$ cat config.mk
export PLATFORM = sky130hd
export DESIGN_NAME = dual_mode_timer
export DESIGN_NICKNAME = d
export VERILOG_FILES = /design/src/rtl/dmt_pkg.sv /design/src/rtl/dmt_edge_sync.sv /design/src/rtl/dmt_ctrl.sv /design/src/rtl/dual_mode_timer.sv
export SDC_FILE = /design/constraint.sdc
export NUM_CORES = 1
export LEC_CHECK = 0
export CORE_AREA = 4 4 86 88
export CTS_CLUSTER_DIAMETER = 200
export DETAILED_ROUTE_END_ITERATION = 12
export DIE_AREA = 0 0 90 92
export MAX_ROUTING_LAYER = met4
export PLACE_DENSITY = 0.67
export SLEW_MARGIN = 15
export SYNTH_ARGS = -nofsm -noshare
export SYNTH_HDL_FRONTEND = slang
export SYNTH_SLANG_ARGS = --single-unit
$ cat constraint.sdc
create_clock -name clk -period 4.13 [get_ports clk]
set_input_delay 0.826 -clock clk [delete_from_list [all_inputs] [get_ports clk]]
set_output_delay 0.826 -clock clk [all_outputs]
set_load 0.01 [all_outputs]
$ cat src/rtl/dmt_pkg.sv
package dmt_pkg;
    typedef enum logic [1:0] {
        ST_STOP = 2'd0,
        ST_PWM  = 2'd1,
        ST_EVT  = 2'd2
    } run_state_e;

    localparam int ADDR_W = 3;

    localparam logic [ADDR_W-1:0] A_CNT = 3'd0;
    localparam logic [ADDR_W-1:0] A_RLA = 3'd1;
    localparam logic [ADDR_W-1:0] A_RLB = 3'd2;
    localparam logic [ADDR_W-1:0] A_CTL = 3'd3;
    localparam logic [ADDR_W-1:0] A_LVL = 3'd4;

    localparam int B_RUN  = 0;
    localparam int B_EVT  = 1;
    localparam int B_RISE = 2;
    localparam int B_IEN  = 3;
    localparam int B_CLR  = 4;
endpackage

$ cat src/rtl/dmt_edge_sync.sv
module dmt_edge_sync #(
    parameter int STAGES = 2
) (
    input  logic clk,
    input  logic rst_n,
    input  logic din,
    input  logic rise,
    output logic edge_o
);
    localparam int TOP = STAGES;

    // sh[STAGES-1] is the synchronised sample, sh[STAGES] the previous one
    logic [TOP:0] sh;

    always_ff @(posedge clk or negedge rst_n) begin
        if (!rst_n) sh <= '0;
        else        sh <= {sh[TOP-1:0], din};
    end

    always_comb begin
        if (rise) edge_o = sh[TOP-1] & ~sh[TOP];
        else      edge_o = ~sh[TOP-1] & sh[TOP];
    end

    // an edge of one polarity cannot repeat in the next cycle
    assert_edge_single_R8: assert property (@(posedge clk) disable iff (!rst_n)
        edge_o |=> (!edge_o || rise != $past(rise)));
endmodule

$ cat src/rtl/dmt_ctrl.sv
module dmt_ctrl
    import dmt_pkg::*;
(
    input  logic       clk,
    input  logic       rst_n,
    input  logic       ctl_wr,
    input  logic       run,
    input  logic       evt_mode,
    input  logic       tick,
    input  logic       edge_i,
    output run_state_e state,
    output logic       dec
);
    run_state_e nxt;

    always_comb begin
        nxt = state;
        if (ctl_wr) begin
            if (!run)         nxt = ST_STOP;
            else if (evt_mode) nxt = ST_EVT;
            else              nxt = ST_PWM;
        end
    end

    always_ff @(posedge clk or negedge rst_n) begin
        if (!rst_n) state <= ST_STOP;
        else        state <= nxt;
    end

    always_comb begin
        unique case (state)
            ST_STOP: dec = 1'b0;
            ST_PWM:  dec = tick;
            ST_EVT:  dec = edge_i;
            default: dec = 1'b0;
        endcase
    end

    // only a control write moves the state
    assert_state_hold_R2: assert property (@(posedge clk) disable iff (!rst_n)
        !ctl_wr |=> state == $past(state));
endmodule

$ cat src/rtl/dual_mode_timer.sv
module dual_mode_timer
    import dmt_pkg::*;
#(
    parameter int WIDTH       = 16,
    parameter int SYNC_STAGES = 2
) (
    input  logic              clk,
    input  logic              rst_n,
    input  logic              tick,
    input  logic              ext_in,
    input  logic              glb_ie,
    input  logic              wr_en,
    input  logic [ADDR_W-1:0] wr_addr,
    input  logic [WIDTH-1:0]  wr_data,
    output logic [WIDTH-1:0]  count,
    output logic              tmr_out,
    output logic              pend,
    output logic              irq
);
    localparam logic [WIDTH-1:0] ZERO = '0;

    logic [WIDTH-1:0] cnt_q, rld_a, rld_b, rld_val;
    logic             sel_q, ien_q, rise_q, out_q, pend_q;
    logic             cnt_wr, ctl_wr, lvl_wr, rla_wr, rlb_wr;
    logic             edge_s, dec, uf, pwm_act;
    run_state_e       state;

    assign cnt_wr = wr_en && wr_addr == A_CNT;
    assign rla_wr = wr_en && wr_addr == A_RLA;
    assign rlb_wr = wr_en && wr_addr == A_RLB;
    assign ctl_wr = wr_en && wr_addr == A_CTL;
    assign lvl_wr = wr_en && wr_addr == A_LVL;

    dmt_edge_sync #(.STAGES(SYNC_STAGES)) u_sync (
        .clk(clk), .rst_n(rst_n), .din(ext_in), .rise(rise_q), .edge_o(edge_s)
    );

    dmt_ctrl u_ctrl (
        .clk(clk), .rst_n(rst_n), .ctl_wr(ctl_wr),
        .run(wr_data[B_RUN]), .evt_mode(wr_data[B_EVT]),
        .tick(tick), .edge_i(edge_s), .state(state), .dec(dec)
    );

    assign pwm_act = state == ST_PWM;
    assign uf      = dec && cnt_q == ZERO;
    assign rld_val = (pwm_act && sel_q) ? rld_b : rld_a;

    always_ff @(posedge clk or negedge rst_n) begin
        if (!rst_n) begin
            rld_a  <= '0;
            rld_b  <= '0;
            ien_q  <= 1'b0;
            rise_q <= 1'b0;
        end else begin
            if (rla_wr) rld_a <= wr_data;
            if (rlb_wr) rld_b <= wr_data;
            if (ctl_wr) begin
                ien_q  <= wr_data[B_IEN];
                rise_q <= wr_data[B_RISE];
            end
        end
    end

    always_ff @(posedge clk or negedge rst_n) begin
        if (!rst_n) begin
            cnt_q  <= '0;
            sel_q  <= 1'b0;
            out_q  <= 1'b0;
            pend_q <= 1'b0;
        end else begin
            if (cnt_wr)   cnt_q <= wr_data;
            else if (uf)  cnt_q <= rld_val;
            else if (dec) cnt_q <= cnt_q - 1'b1;

            if (uf && pwm_act) sel_q <= ~sel_q;

            if (lvl_wr)             out_q <= wr_data[0];
            else if (uf && pwm_act) out_q <= ~out_q;

            if (uf)                            pend_q <= 1'b1;
            else if (ctl_wr && wr_data[B_CLR]) pend_q <= 1'b0;
        end
    end

    assign count   = cnt_q;
    assign tmr_out = out_q;
    assign pend    = pend_q;
    assign irq     = pend_q & ien_q & glb_ie;

    assert_pend_set_R6: assert property (@(posedge clk) disable iff (!rst_n)
        uf |=> pend);
    assert_toggle_R4: assert property (@(posedge clk) disable iff (!rst_n)
        (uf && pwm_act && !lvl_wr) |=> tmr_out != $past(tmr_out));
    assert_reload_alt_R5: assert property (@(posedge clk) disable iff (!rst_n)
        (uf && pwm_act && !cnt_wr) |=> count == ($past(sel_q) ? $past(rld_b) : $past(rld_a)));
    assert_stop_hold_R3: assert property (@(posedge clk) disable iff (!rst_n)
        (state == ST_STOP && !cnt_wr) |=> count == $past(count));
    assert_evt_hold_R8: assert property (@(posedge clk) disable iff (!rst_n)
        (state == ST_EVT && !edge_s && !cnt_wr) |=> count == $past(count));
    assert_evt_pin_R9: assert property (@(posedge clk) disable iff (!rst_n)
        (state == ST_EVT && !lvl_wr) |=> tmr_out == $past(tmr_out));
endmodule

==> flow_summary.json, run 1 <==
{
  "first_pass_iters": 4,
  "synth_edf_count": 0,
  "gr-total-overflow": 0,
  "die_area_mm2": 0.00828,
  "fin_crit_sh": 0.674,
  "ant_nets": 0,
  "rsz0062_at_grt": "no",
  "synth_seq_cells": 58,
  "layout_commonest_cell": "dfrtp_1",
  "cts_tree": "built",
  "netlist_instances": 280,
  "reg2reg_depth": 7,
  "grtUsageTotal": 0.192,
  "leakagePower_nw": 1.49,
  "cp.required_ns": 4.36,
  "ir_worst_vdd_mv": 0.276,
  "drv_slew": 0,
  "holdWs_ns": 0.352,
  "finClkSkew_ns": 0.00872,
  "worstSkewPairLatency_ns": 0.34,
  "final_cell_count_no_fill": 412,
  "final_util": 0.544,
  "max-slew-margin-rel": 0.315,
  "cts_setup_buffers": 0,
  "max_slew.worst_pin.slew_ns": 1.02,
  "port_buffers": 43,
  "outcome": "finished, final reports clean",
  "yosysSeqAreaShare": 0.494,
  "fin_crit_ns": 2.78,
  "die_y_um": 92,
  "syn-num-nets": 308,
  "final_layout_size_suffix_gt1_frac": 0.196,
  "setup_tns_ns": 0,
  "grt_max_degree": 33,
  "synth-main-ff-cell": "dfrtp_1",
  "min_path_type": "register to register",
  "setup_viol": 0,
  "final_nets": 355,
  "dp_hpwl_um": 5000,
  "crit_arrival_ns": 3.02,
  "cts_hold_buf": 0,
  "synth_warnings": 0,
  "gp_congestion": 0.796,
  "dp_cells": 396,
  "drt_iter0_markers": 167,
  "end_kind": "register",
  "die_w_um": 90,
  "wire_per_inst_um": 17.8,
  "async_flop_share": 1.00,
  "clock-sinks": 58,
  "grt_pass1_wl_um": 12300,
  "critical_path_class": "register to register",
  "min_path_cells": 0,
  "path_clk_slew_ns": 0.06,
  "initial_utilization": 0.442,
  "drc": 0,
  "cts_root_buf": "clkbuf_8",
  "ys_types": 40,
  "post_drt_via_cell_ratio": 5.65,
  "num_vias": 2329,
  "cts-resized-gates": 0,
  "routed_wl_um": 7330,
  "htree_levels": 3,
  "hold_violations": 0,
  "avgSynthCellArea_um2": 10.5,
  "cp-start-kind": "register",
  "layout_common_cells": "58 x dfrtp_1, 42 x clkdlybuf4s50_1, 38 x nand2_1",
  "syn_area_mm2": 0.00294,
  "pwr_density_cell_mw_per_mm2": 545,
  "worstPathMaxFanout": 9,
  "rows": 30,
  "antenna_found_initial": 0,
  "max_freq_ghz": 0.359,
  "synthToLayoutAreaGrowth_pct": 23.1,
  "ios": 44,
  "core_mm2": 0.00664,
  "n_antenna_cell": 0,
  "drv_cap": 0,
  "cts_buffers": 9,
  "clockBufferDepth": 2,
  "grt_pass1_vias": 2337
}
==> critical path: stages (launching register included) <==
cell and delay [ns]:
dfrtp_1 0.43, inv_1 0.08, ha_1 0.17, nor3b_1 0.63
nand3_1 0.39, nor3_2 0.58, nand3_1 0.14, a31o_2 0.27
==> worst paths after layout <==
path	startpoint	end	slack [ns]
worst max-delay path	count[0]$_DFFE_PN0P_	count[8]$_DFFE_PN0P_	1.35
max in group asynchronous	rst_n	rld_a[2]$_DFFE_PN0P_	2.78
min in group asynchronous	rst_n	count[14]$_DFFE_PN0P_	0.50
worst min-delay path	u_sync.sh[0]$_DFF_PN0_	u_sync.sh[1]$_DFF_PN0_	0.35
worst min register to register	u_sync.sh[0]$_DFF_PN0_	u_sync.sh[1]$_DFF_PN0_	0.35
worst max register to register	count[0]$_DFFE_PN0P_	count[8]$_DFFE_PN0P_	1.35
==> Yosys cell counts, types with 5 or more instances <==
| cell | n | area [um^2] |
|---|---|---|
| o21ai_0 | 8 | 40.0 |
| nor3_1 | 6 | 30.0 |
| nand4_1 | 5 | 31.3 |
| o22ai_1 | 6 | 37.5 |
| nor2_1 | 22 | 82.6 |
| mux2_2 | 36 | 405 |
| inv_1 | 5 | 18.8 |
| xnor2_1 | 9 | 78.8 |
| a21oi_1 | 11 | 55.1 |
| clkbuf_1 | 11 | 41.3 |
| nand3_1 | 14 | 70.1 |
| a31o_2 | 5 | 43.8 |
| dfrtp_1 | 58 | 1450 |
| mux2i_1 | 5 | 50.1 |
| nand2_1 | 38 | 143 |
==> power by group <==
part           internal, mW  total (mW)  switching, mW
Sequential            0.721       0.891          0.169
Clock                 0.231       0.449          0.217
Combinational         0.350       0.630          0.279
Total                  1.30        1.97          0.666
==> kinds of logic (layout without fill, tap and decap cells) <==
logic type	after synthesis	after routing	synth area share
buf+inv	16	68	0.0205
mux	41	41	0.155
xor+xnor	12	12	0.0358
compound gates	45	45	0.105
flops	58	58	0.494
fa+ha+maj	3	3	0.0128
simple gates	105	105	0.176
==> routing by layer <==
metal	track usage	part of all wire
met1	0.244	0.47
met2	0.307	0.48
met3	0.0476	0.039
met4	0.0510	0.010
met5	-	0
==> cell type report <==
cell class / instances / area (um^2)
clock inverter: 3 / 15.0
inverter: 5 / 18.8
sequential: 58 / 1450
fill: 591 / 3030
timing repair buffer: 47 / 455
multi-input combinational: 206 / 1430
clock buffer: 13 / 149
tap: 80 / 100
==> per-stage QoR <==
| step | cell area [um^2] | power (mW) | setup WS, ns |
|---|---|---|---|
| final | 3610 | 1.97 | 1.35 |
| after global routing | 3610 | 2.09 | 1.12 |
| after CTS | 3610 | 1.98 | 1.35 |
| after detailed placement | 3450 | 1.53 | 1.22 |
| after global placement | 3450 | 1.51 | 1.28 |
| after floorplan | 2940 | 1.22 | 1.72 |
==> flip-flops by register name (all words and copies together) (netlist names) <==
register,count
rise_q,1
rld_b,16
ien_q,1
sel_q,1
u_sync.sh,3
tmr_out,1
pend,1
u_ctrl.state,2
rld_a,16
count,16
No activity file was read; power rests on OpenSTA's default activity.
==> run 2, diff against run 1 <==
--- a/config.mk
+++ b/config.mk
@@ -10,7 +10,7 @@
 export DETAILED_ROUTE_END_ITERATION = 12
 export DIE_AREA = 0 0 90 92
 export MAX_ROUTING_LAYER = met4
-export PLACE_DENSITY = 0.67
+export PLACE_DENSITY = 0.7
 export SLEW_MARGIN = 15
 export SYNTH_ARGS = -nofsm -noshare
 export SYNTH_HDL_FRONTEND = slang
==> constraint.sdc (replaced) <==
create_clock -name clk -period 2.46 [get_ports clk]
set_input_delay 0.492 -clock clk [delete_from_list [all_inputs] [get_ports clk]]
set_output_delay 0.492 -clock clk [all_outputs]
set_load 0.01 [all_outputs]
==> flow_summary.json, run 2 (synthesized netlist as in run 1, its figures left out) <==
{
  "outcome": "finished, final reports clean",
  "core_mm2": 0.00664,
  "n_fill_cell": 576,
  "crit_arrival_ns": 2.58,
  "finish.instance_area_mm2": 0.00381,
  "htree_levels": 3,
  "layout_commonest_cell": "dfrtp_1",
  "finClkSkew_ns": 0.00959,
  "use_met1": 0.250,
  "cpLargestDelayFamily": "simple AND/OR/NAND/NOR gates",
  "path_clk_slew_ns": 0.07,
  "cp.required_ns": 2.69,
  "initial_utilization": 0.442,
  "antenna_found_initial": 0,
  "multi_input_area_mm2": 0.00143,
  "die_w_um": 90,
  "dp_hpwl_um": 5470,
  "n_antenna_cell": 0,
  "leakagePower_nw": 1.60,
  "fin_crit_sh": 0.957,
  "end_kind": "register",
  "groute.layer.met3.usage": 0.0476,
  "top_usage_layer": "met2",
  "fin_crit_ns": 2.36,
  "rows": 30,
  "crit_slowest_cell": "or4_4",
  "port_buffers": 43,
  "grt_pass1_wl_um": 12600,
  "total_power_mw": 3.44,
  "gr-total-overflow": 0,
  "max_slew.worst_pin.slew_ns": 0.601,
  "ios": 44,
  "setup_viol": 0,
  "critical_path_class": "register to register",
  "cp_num_buf_inv": 1,
  "final_cell_count_no_fill": 433,
  "cts_root_buf": "clkbuf_8",
  "drv_cap": 0,
  "die_y_um": 92,
  "seq_area_mm2": 0.00145,
  "gp_congestion": 0.873,
  "die_area_mm2": 0.00828,
  "critPathMaxStageDelay_ns": 0.53,
  "first_pass_iters": 4,
  "final_nets": 376,
  "drt_iter0_markers": 116,
  "cp_cell_sequence": "inv_1 -> ha_1 -> or4bb_1 -> a31o_2 -> or4_4 -> xnor2_1 -> mux2_2",
  "ant_nets": 0,
  "num_vias": 2402,
  "clockBufferDepth": 2,
  "worstSkewPairLatency_ns": 0.34,
  "placed_area_mm2": 0.00363,
  "wire_per_inst_um": 17.6,
  "synthToLayoutAreaGrowth_pct": 29.9,
  "cp-start-kind": "register",
  "grtUsageTotal": 0.199,
  "hold_violations": 0,
  "grt_util_met2": 0.314,
  "pwr_density_cell_mw_per_mm2": 901,
  "final_util": 0.574,
  "cts_hold_buf": 0,
  "dp_cells": 416,
  "drc": 0,
  "drv_slew": 0,
  "final_layout_size_suffix_gt1_frac": 0.255,
  "grt_pass1_vias": 2507,
  "min_path_type": "primary input to async pin",
  "clock-sinks": 58,
  "worstPathMaxFanout": 2,
  "cts_tree": "built",
  "grt_max_degree": 36,
  "layout_common_cells": "58 x dfrtp_1, 42 x clkdlybuf4s50_1, 38 x nand2_1",
  "cts_buffers": 9,
  "max_freq_ghz": 0.425,
  "max-slew-margin-rel": 0.600,
  "routed_wl_um": 7610,
  "ir_worst_vdd_mv": 0.335,
  "post_drt_via_cell_ratio": 5.55
}
-- run 2: changes by cell type in the layout (fill, tap and decap cells not counted) --
cell	change
inv_6	+1
clkinv_2	-1
nand2b_2	+1
buf_12	+2
nand2b_1	-1
clkbuf_1	-3
buf_4	+19
clkinvlp_4	+3
-- run 2: per-layer routing --
metal / wire length (um) / vias up
met3: 327 / 19
met4: 132 / 0
li1: - / 1149
met1: 3500 / 1174
met5: 0 / -
met2: 3640 / 60
-- run 2: worst paths after layout --
check,startpoint,slack [ns],to,cells past startpoint
max,u_ctrl.state[0]$_DFFE_PN0P_,0.10,tmr_out$_DFFE_PN0P_,7
min,rst_n,0.15,count[13]$_DFFE_PN0P_,1
max reg2reg,u_ctrl.state[0]$_DFFE_PN0P_,0.10,tmr_out$_DFFE_PN0P_,7
min reg2reg,u_sync.sh[0]$_DFF_PN0_,0.36,u_sync.sh[1]$_DFF_PN0_,0
max in group asynchronous,rst_n,1.71,count[10]$_DFFE_PN0P_,2
min in group clk,u_sync.sh[0]$_DFF_PN0_,0.36,u_sync.sh[1]$_DFF_PN0_,0
-- run 2: power by group --
group          internal [mW]  switching, mW  total [mW]
clock network          0.392          0.408       0.800
registers               1.21          0.267        1.48
logic                  0.656          0.504        1.16
total                   2.26           1.18        3.44
-- run 2: per-stage QoR --
| stage | worst slack (ns) | setup TNS (ns) | hold WS, ns |
|---|---|---|---|
| floorplan | 0.0522 | 0 | 0.196 |
| global route | -0.00452 | -0.00683 | 0.187 |
| CTS | 0.0620 | 0 | 0.153 |
| detailed placement | 0.0624 | 0 | 0.339 |
| finish | 0.105 | 0 | 0.151 |
| global placement | 0.119 | 0 | 0.339 |
-- run 2: area by class of cell --
| type | instances | area share |
|---|---|---|
| repair buffers | 68 | 0.167 |
| clock inverters | 6 | 0.0108 |
| multi-input cells | 206 | 0.374 |
| well taps | 80 | 0.0262 |
| flip-flops and latches | 58 | 0.380 |
| clock buffers | 10 | 0.0361 |
| inverters | 5 | 0.00492 |
-- run 2: timing repair --
action	in CTS	in global routing
setup endpoints to repair	0	11
hold endpoints to repair	0	0
buffers inserted	0	1
resized for setup	0	1
